File: src/rtl/uart_txb_pkg.sv
package uart_txb_pkg;

  // Parity settings captured at the start of each frame.
  typedef struct packed {
    logic en;
    logic odd;
  } par_cfg_t;

  // Slot numbering: 0 idle, 1 guard, 2 start, 3.. data, then parity, then stop.
  function automatic int slot_count(input int dw);
    return dw + 5;
  endfunction

  function automatic int slot_last_data(input int dw);
    return dw + 2;
  endfunction

  function automatic int slot_parity(input int dw);
    return dw + 3;
  endfunction

  function automatic int slot_stop(input int dw);
    return dw + 4;
  endfunction

endpackage

File: src/rtl/uart_txb_bit_timer.sv
module uart_txb_bit_timer #(
  parameter int OVERSAMPLE = 16
) (
  input  logic clk,
  input  logic rst_n,
  input  logic tick,
  input  logic busy,
  output logic bit_end
);
  localparam int CW = (OVERSAMPLE > 1) ? $clog2(OVERSAMPLE) : 1;
  localparam logic [CW-1:0] LAST = CW'(OVERSAMPLE - 1);

  logic [CW-1:0] sub_q;

  assign bit_end = busy && tick && (sub_q == LAST);

  always_ff @(posedge clk or negedge rst_n) begin
    if (!rst_n) begin
      sub_q <= '0;
    end else if (!busy) begin
      sub_q <= '0;
    end else if (tick) begin
      sub_q <= (sub_q == LAST) ? '0 : sub_q + 1'b1;
    end
  end
endmodule

File: src/rtl/uart_txb_slot_seq.sv
module uart_txb_slot_seq #(
  parameter int DATA_W = 8,
  parameter int SW     = 4
) (
  input  logic          clk,
  input  logic          rst_n,
  input  logic          tick,
  input  logic          bit_end,
  input  logic          pending,
  input  logic          par_on,
  output logic [SW-1:0] slot,
  output logic [SW-1:0] slot_nxt,
  output logic          advance,
  output logic          busy
);
  localparam logic [SW-1:0] S_IDLE  = '0;
  localparam logic [SW-1:0] S_GUARD = SW'(1);
  localparam logic [SW-1:0] S_LASTD = SW'(uart_txb_pkg::slot_last_data(DATA_W));
  localparam logic [SW-1:0] S_PAR   = SW'(uart_txb_pkg::slot_parity(DATA_W));
  localparam logic [SW-1:0] S_STOP  = SW'(uart_txb_pkg::slot_stop(DATA_W));

  logic [SW-1:0] slot_q;

  assign slot = slot_q;
  assign busy = (slot_q != S_IDLE);

  always_comb begin
    if (slot_q == S_IDLE) begin
      advance  = tick && pending;
      slot_nxt = S_GUARD;
    end else begin
      advance = bit_end;
      if (slot_q == S_LASTD) begin
        slot_nxt = par_on ? S_PAR : S_STOP;
      end else if (slot_q == S_STOP) begin
        slot_nxt = pending ? S_GUARD : S_IDLE;
      end else begin
        slot_nxt = slot_q + 1'b1;
      end
    end
  end

  always_ff @(posedge clk or negedge rst_n) begin
    if (!rst_n) begin
      slot_q <= S_IDLE;
    end else if (advance) begin
      slot_q <= slot_nxt;
    end
  end
endmodule

File: src/rtl/uart_txb_serializer.sv
module uart_txb_serializer #(
  parameter int DATA_W = 8,
  parameter int SW     = 4
) (
  input  logic              clk,
  input  logic              rst_n,
  input  logic              advance,
  input  logic [SW-1:0]     slot_nxt,
  input  logic [DATA_W-1:0] hold,
  input  logic              par_en,
  input  logic              par_odd,
  output logic              par_on,
  output logic              txd
);
  import uart_txb_pkg::*;

  localparam logic [SW-1:0] S_GUARD = SW'(1);
  localparam logic [SW-1:0] S_START = SW'(2);
  localparam logic [SW-1:0] S_D0    = SW'(3);
  localparam logic [SW-1:0] S_LASTD = SW'(slot_last_data(DATA_W));
  localparam logic [SW-1:0] S_PAR   = SW'(slot_parity(DATA_W));

  logic [DATA_W-1:0] sr_q;
  logic              acc_q;
  logic              txd_q;
  par_cfg_t          cfg_q;

  assign par_on = cfg_q.en;
  assign txd    = txd_q;

  always_ff @(posedge clk or negedge rst_n) begin
    if (!rst_n) begin
      sr_q  <= '0;
      acc_q <= 1'b0;
      txd_q <= 1'b1;
      cfg_q <= '0;
    end else if (advance) begin
      if (slot_nxt == S_GUARD) begin
        sr_q      <= hold;
        acc_q     <= 1'b0;
        cfg_q.en  <= par_en;
        cfg_q.odd <= par_odd;
        txd_q     <= 1'b1;
      end else if (slot_nxt == S_START) begin
        txd_q <= 1'b0;
      end else if (slot_nxt >= S_D0 && slot_nxt <= S_LASTD) begin
        txd_q <= sr_q[0];
        acc_q <= acc_q ^ sr_q[0];
        sr_q  <= {1'b0, sr_q[DATA_W-1:1]};
      end else if (slot_nxt == S_PAR) begin
        txd_q <= acc_q ^ cfg_q.odd;
      end else begin
        txd_q <= 1'b1;
      end
    end
  end
endmodule

File: src/rtl/uart_txb.sv
module uart_txb #(
  parameter int DATA_W     = 8,
  parameter int OVERSAMPLE = 16
) (
  input  logic              clk,
  input  logic              rst_n,
  input  logic              tick,
  input  logic              par_en,
  input  logic              par_odd,
  input  logic              s_valid,
  output logic              s_ready,
  input  logic [DATA_W-1:0] s_data,
  output logic              txd,
  output logic              overrun
);
  localparam int SW = $clog2(uart_txb_pkg::slot_count(DATA_W));
  localparam logic [SW-1:0] S_STOP = SW'(uart_txb_pkg::slot_stop(DATA_W));

  logic [DATA_W-1:0] hold_q;
  logic              empty_q;
  logic              ovr_q;
  logic [SW-1:0]     slot;
  logic [SW-1:0]     slot_nxt;
  logic              advance;
  logic              busy;
  logic              bit_end;
  logic              par_on;
  logic              accept;

  assign accept  = s_valid && empty_q;
  assign s_ready = empty_q;
  assign overrun = ovr_q;

  always_ff @(posedge clk or negedge rst_n) begin
    if (!rst_n) begin
      hold_q  <= '0;
      empty_q <= 1'b1;
      ovr_q   <= 1'b0;
    end else begin
      if (accept) begin
        hold_q  <= s_data;
        empty_q <= 1'b0;
      end else if (advance && slot_nxt == S_STOP) begin
        empty_q <= 1'b1;
      end
      if (s_valid && !empty_q) begin
        ovr_q <= 1'b1;
      end
    end
  end

  uart_txb_bit_timer #(.OVERSAMPLE(OVERSAMPLE)) u_timer (
    .clk     (clk),
    .rst_n   (rst_n),
    .tick    (tick),
    .busy    (busy),
    .bit_end (bit_end)
  );

  uart_txb_slot_seq #(.DATA_W(DATA_W), .SW(SW)) u_seq (
    .clk      (clk),
    .rst_n    (rst_n),
    .tick     (tick),
    .bit_end  (bit_end),
    .pending  (!empty_q),
    .par_on   (par_on),
    .slot     (slot),
    .slot_nxt (slot_nxt),
    .advance  (advance),
    .busy     (busy)
  );

  uart_txb_serializer #(.DATA_W(DATA_W), .SW(SW)) u_ser (
    .clk      (clk),
    .rst_n    (rst_n),
    .advance  (advance),
    .slot_nxt (slot_nxt),
    .hold     (hold_q),
    .par_en   (par_en),
    .par_odd  (par_odd),
    .par_on   (par_on),
    .txd      (txd)
  );
endmodule

File: config.mk
export PLATFORM = sky130hd
export DESIGN_NAME = uart_txb
export DESIGN_NICKNAME = d
export VERILOG_FILES = /design/src/rtl/uart_txb_pkg.sv /design/src/rtl/uart_txb_bit_timer.sv /design/src/rtl/uart_txb_slot_seq.sv /design/src/rtl/uart_txb_serializer.sv /design/src/rtl/uart_txb.sv
export SDC_FILE = /design/constraint.sdc
export NUM_CORES = 1
export LEC_CHECK = 0
export BUFFER_PORTS_ARGS = -buffer_cell sky130_fd_sc_hd__buf_2
export CAP_MARGIN = 20
export CORE_UTILIZATION = 62
export DETAILED_ROUTE_END_ITERATION = 7
export PLACE_DENSITY_LB_ADDON = 0.05
export REMOVE_ABC_BUFFERS = 1
export SETUP_SLACK_MARGIN = 0.05
export SLEW_MARGIN = 20
export SYNTH_ARGS = -nofsm -noshare
export SYNTH_HDL_FRONTEND = slang
export SYNTH_HIERARCHICAL = 1
export SYNTH_SLANG_ARGS = --single-unit
File: constraint.sdc
create_clock -name clk -period 4.3 [get_ports clk]
set_input_delay 0.645 -clock clk [delete_from_list [all_inputs] [get_ports clk]]
set_output_delay 0.645 -clock clk [all_outputs]
set_load 0.05 [all_outputs]
## Word level (Yosys, flattened, before mapping)

Index checks and enable logic that the tools add are counted.

| storage, ports and cells | value |
|---|---|
| bits of input ports | 14 |
| word-level logic and storage cells | 60 |
| register bits after elaboration | 30 |

| cells by class | value |
|---|---|
| add/sub/neg operators | 2 |
| reductions and logical operators | 14 |
| equal/unequal tests | 9 |
| bitwise operators | 2 |
| order comparisons | 2 |
| multiplexer cells | 21 |

Operators with widths:

| kind | count |
|---|---|
| $mux W4 | 6 |
| $mux W8 | 3 |
| $eq A4 B4 Y1 const B | 5 |
| $mux W1 | 11 |
| $add A4 B1 Y4 const B | 2 |
| $logic_and A1 B1 Y1 | 7 |
| $eq A4 B1 Y1 const B | 1 |
| $eq A4 B2 Y1 const B | 1 |
| $ge A4 B2 Y1 const B | 1 |
| $le A4 B4 Y1 const B | 1 |
| $logic_not A4 Y1 | 1 |
| $reduce_bool A2 Y1 | 2 |
| $reduce_bool A4 Y1 | 1 |
| $mux W3 | 1 |
| $reduce_and A3 Y1 | 1 |
| $ne A2 B1 Y1 const B | 1 |
| $ne A2 B2 Y1 const B | 1 |
| $reduce_and A2 Y1 | 1 |
| $xor A1 B1 Y1 | 2 |
| $logic_not A1 Y1 | 1 |

## Longest topological paths before layout

| logic depth | value |
|---|---|
| depth in word-level cells | 9 |
| depth in mapped cells | 12 |
| depth with buffers taken out | 11 |

## By module

The synthesis kept the hierarchy.

Modules (own cells, without submodules):

| module | seq. area each (µm²) | instances | area each (µm²) | cells an instance |
|---|---|---|---|---|
| uart_txb_serializer | 301.5 | 1 | 624.3 | 59 |
| uart_txb | 251.5 | 1 | 386.6 | 24 |
| uart_txb_slot_seq | 100.1 | 1 | 380.4 | 40 |
| uart_txb_bit_timer | 100.1 | 1 | 216.5 | 22 |

## Worst setup path after synthesis

Ideal clock, no wire load.

| path | value |
|---|---|
| kind | register to register |
| start | reg u_seq.slot_q[0] (netlist: u_seq/slot[0]) |
| end | reg u_ser/cfg_q[0] (netlist bit) |
| arrival | 2135 ps |
| period minus slack after synthesis | 2260 ps |
| required time | 4175 ps |
| cell stages (with the launch flop) | 10 |
| setup slack | 2040 ps |
| library setup time | 125 ps |
| path through | dfrtp_1 inv_1 ha_1 and2b_1 o211ai_1 o221ai_1 nor4b_2 buf_6 nand2_4 mux2_4 |

| on the way | value |
|---|---|
| cells in the longest elaborated chain, start to end | 6 |
| elaborated cells on any way between the ends | 13 |
| those cells by class | add/sub (1); eq/ne (3); mux (4); reduce/logical (5) |

RTL lines:

| element | RTL line | source |
|---|---|---|
| from (decl) | uart_txb_slot_seq.sv:22 | `logic [SW-1:0] slot_q;` |
| from (signal assigned) | uart_txb_slot_seq.sv:47 | `slot_q <= slot_nxt;` |
| $add A4 B1 Y4 or $eq A4 B4 Y1 (tied branches) | uart_txb_slot_seq.sv:38, uart_txb_slot_seq.sv:35 |  |
| $mux W4 | uart_txb_slot_seq.sv:35 | `end else if (slot_q == S_STOP) begin` |
| $mux W4 | uart_txb_slot_seq.sv:33 | `if (slot_q == S_LASTD) begin` |
| $mux W4 * | uart_txb_slot_seq.sv:28 | `if (slot_q == S_IDLE) begin` |
| via slot_nxt[2] | uart_txb.sv:23 | `logic [SW-1:0] slot_nxt;` |
| $eq A4 B1 Y1 * | uart_txb_serializer.sv:38 | `if (slot_nxt == S_GUARD) begin` |
| $reduce_and A2 Y1 (no source line) * | -- |  |
| to (decl) | uart_txb_serializer.sv:26 | `par_cfg_t cfg_q;` |

The timed path passes the listed nets; every way through them passes the cells marked *.
A chain may end at the register's enable or synchronous reset.

## Final worst setup path

| path | value |
|---|---|
| start | reg u_seq.slot_q[0] (netlist: u_seq/slot[0]) |
| end | reg u_ser.acc_q |

| on the way | value |
|---|---|
| elaborated cells on any way between the ends | 20 |
| those cells by class | add/sub (1); order compare (2); eq/ne (5); mux (5); reduce/logical (7) |

RTL lines:

| element | RTL line | source |
|---|---|---|
| $reduce_bool A4 Y1 | uart_txb_slot_seq.sv:25 | `assign busy = (slot_q != S_IDLE);` |
| via busy | uart_txb.sv:25 | `logic busy;` |
| $logic_and A1 B1 Y1 (2 in a row) | uart_txb_bit_timer.sv:15 | `assign bit_end = busy && tick && (sub_q == LAST);` |
| via bit_end | uart_txb.sv:26 | `logic bit_end;` |
| $mux W1 | uart_txb_slot_seq.sv:28 |  |
| via advance | uart_txb.sv:24 | `logic advance;` |
| $reduce_and A3 Y1 (no source line) | -- |  |
| to (signal assigned) | uart_txb_serializer.sv:48 | `acc_q <= acc_q ^ sr_q[0];` |
| to (decl) | uart_txb_serializer.sv:24 | `logic acc_q;` |

The timed path passes the listed nets, and every way through them passes these cells.

==> out/qor.txt <==
Outcome -> complete, no violations
Cts bufs inserted -> 5
Crit start category -> register
Synth area leaders -> dfrtp_1 44%, mux2_2 6.3%, mux2i_1 5.6%
Setup bufs post-CTS -> 0
Post-CTS Resized -> 0
Fmax -> 0.372 GHz
Number of flops mapped to enable cells by yosys -> 0
Post-route ant nets -> 0
Initial Utilization -> 65.5%
Largest family of logic cells by synthesized area -> multiplexers
Clock Latency Late Sink -> 0.33 ns
Syn Inst Count -> 145
Initial antenna violation count -> 0
Post-DP Area -> 1700 sq um
CP required -> 4.52 ns
Post-Synth XOR/XNOR Area -> 1.63%
Drt total wl -> 2730 um
FP Rows -> 18
Clock Tree Buf Depth -> 2
Ys async rst share -> 100%
Simple-gate share of the synthesized area -> 13.8%
Mux contribution to synthesized area -> 15.6%
Post-synthesis sequential area ratio -> 46.8%
Top FF cell, synth -> dfrtp_1
Synth unique cells -> 45
DRC Markers -> 0
Crit-path max FO -> 16
Die Span Y -> 52.9 um
Setup tns final -> 0 ns
Yosys warns -> 6
Compound-Gate Fraction of Synth Area -> 15.0%
Worst-Margin Slew -> 0.717 ns
Synthesized area per cell -> 11.1 sq um
Io pins -> 17
First-pass DRT Iterations -> 4
Post-CTS Hold Buffers -> 0
Peak supply drop -> 0.000455 V
TritonCTS clock tree -> yes
Max-slew headroom -> 51.9%
Max-Cap Viols -> 0
Storage cell area -> 753 sq um
Gr ovfl total -> 0
Fin. Hold Viols -> 0
Routability Congestion -> 0.842
Yosys reg bits -> 30
Multi-input gate area -> 791 sq um
First-pass GRT wire length -> 4310 um
Yosys top cell area share -> 43.6%
Tot GR Track Use -> 22.3%
WL per Instance -> 13.8 um
Sink Count -> 30
Largest net degree at the start of global routing -> 31
Port bufs -> 16
Critical path class -> register to register
LEAKAGE -> 0.000835 uW
Cell accounting for the most synthesized area -> dfrtp_1
Fill cell count -> 193
Critical Path Sink Type -> register
Share of layout cells above drive strength 1 -> 29.3%
Post-DP HPWL -> 1940 um
Via count -> 1,118
Root Driver -> clkbuf_4
Worst path arrival time -> 2.90 ns
Max-slew violations -> 0
Vias in the first global route -> 1,031
Iter 0 DRT Violations -> 16
Vias per cell -> 5.68
Mapped cell area -> 1610 sq um
Synth Area in Adders -> 3.11%
Area Growth Syn to Fin -> 8.95%
Die W -> 52.9 um
Clock slew at reported path FFs -> 0.09 ns
Hold Crit Class -> input port to asynchronous set/reset pin
PD cells -> 563 nW/um^2
Nets -> 184
# H-tree levels -> 2
Core ar. -> 2450 sq um
Final setup fails -> 0
Inserted Diodes -> 0
Tcrit/Tclk final -> 62.5%
Design Area, Final -> 1750 sq um
RSZ-0062 raised after global routing -> false
Tmin final -> 2.69 ns
Layout Skew -> 0.00526 ns
Die Area -> 2800 sq um
## state kept, by name, summed over array words and instances, names as in the netlist
signal and cells:
hold_q 8, overrun 1, s_ready 1, u_seq/slot 4, u_ser/acc_q 1, u_ser/cfg_q 1
u_ser/par_on 1, u_ser/sr_q 8, u_ser/txd 1, u_timer/sub_q 4
## area by class of cell
type	instances	area share, %
Clock buffer	8	2.79
Inverter	9	1.93
Multi-Input combinational cell	103	45.1
Sequential cell	30	43.0
Tap cell	30	2.14
Timing Repair Buffer	17	5.00
## per-layer routing
layer	track usage, %	share of wire [%]
met5	0	0
met4	10.1	1.5
met3	6.90	5.6
met2	37.1	49
met1	26.3	44
## per-stage QoR
step	hold WS (ns)	std cells	util, %	setup WS [ns]	power [uW]
floorplan	0.349	142	-	1.52	743
global placement	0.439	189	69.4	1.73	820
detailed placement	0.455	189	69.4	1.65	834
CTS	0.349	197	71.4	1.64	994
global route	0.377	197	71.4	1.30	1060
finish	0.339	197	71.4	1.61	986
## worst max-delay path: stages, from the launching register on
cell      delay [ns]
dfrtp_1         0.44
inv_1           0.13
ha_1            0.30
nand2_1         0.22
nand3_1         0.10
nor2_1          0.26
a21boi_4        0.12
inv_2           0.14
o31ai_1         0.10
a21oi_2         0.49
nand2_1         0.14
mux2i_1         0.14
## cell usage after synthesis, types with 2 or more instances
master,number
o22ai_1,3
nor2b_1,2
o21ai_1,2
a21boi_0,2
a21oi_1,13
nand2b_1,3
mux2_2,9
mux2i_1,9
ha_1,4
dfstp_2,2
buf_6,2
mux2_4,4
dfrtp_1,28
nand3_1,3
inv_1,8
nand2_4,2
nor2_1,12
nand2_1,6
o21ai_0,2
xnor2_1,3
a22o_1,2
## path summary, 6_finish.rpt
kind	start	end	slack, ns	cells past startpoint
worst max-delay path	u_seq/slot[0]	u_ser/acc_q	1.61	11
min in group clk	overrun	overrun	0.47	1
worst min-delay path	rst_n	u_timer/sub_q[2]	0.34	1
worst max register to register	u_seq/slot[0]	u_ser/acc_q	1.61	11
max in group asynchronous	rst_n	u_ser/acc_q	3.52	1
worst min register to register	overrun	overrun	0.47	1
## placed cells by master (no fill, tap or decap), drive strengths merged
master,count
nand4b,1
mux2,13
nor2b,2
or2,1
nor2,13
buf,17
nand4,1
o311a,1
and2b,1
nand2,9
o31ai,2
o21ai,4
o221ai,1
mux2i,9
inv,9
ha,4
o32ai,1
a21boi,3
a22o,2
clkbuf,8
a21o,2
nand3,3
or2b,1
o22ai,3
nand3b,1
xnor2,3
o211ai,1
dfstp,2
a31oi,1
dfrtp,28
nor4b,1
nand2b,3
a21oi,14
and2,2
## where the power goes
group	total [uW]	internal [uW]	switching (uW)	leakage, uW
clock	158	65.1	92.8	0.0000265
sequential	422	366	56.7	0.000369
combinational	405	189	216	0.000440
total	986	620	366	0.000835
## cells by family after synthesis
group                      count (synthesis)
muxes                                     22
buffers and inverters                     12
and+or+nand+nor                           39
xor gates and xnor gates                   3
DFF                                       30
adders and majority gates                  4
AOI/OAI and AO/OA                         35
Note: power is estimated with default switching activity, not from simulation.
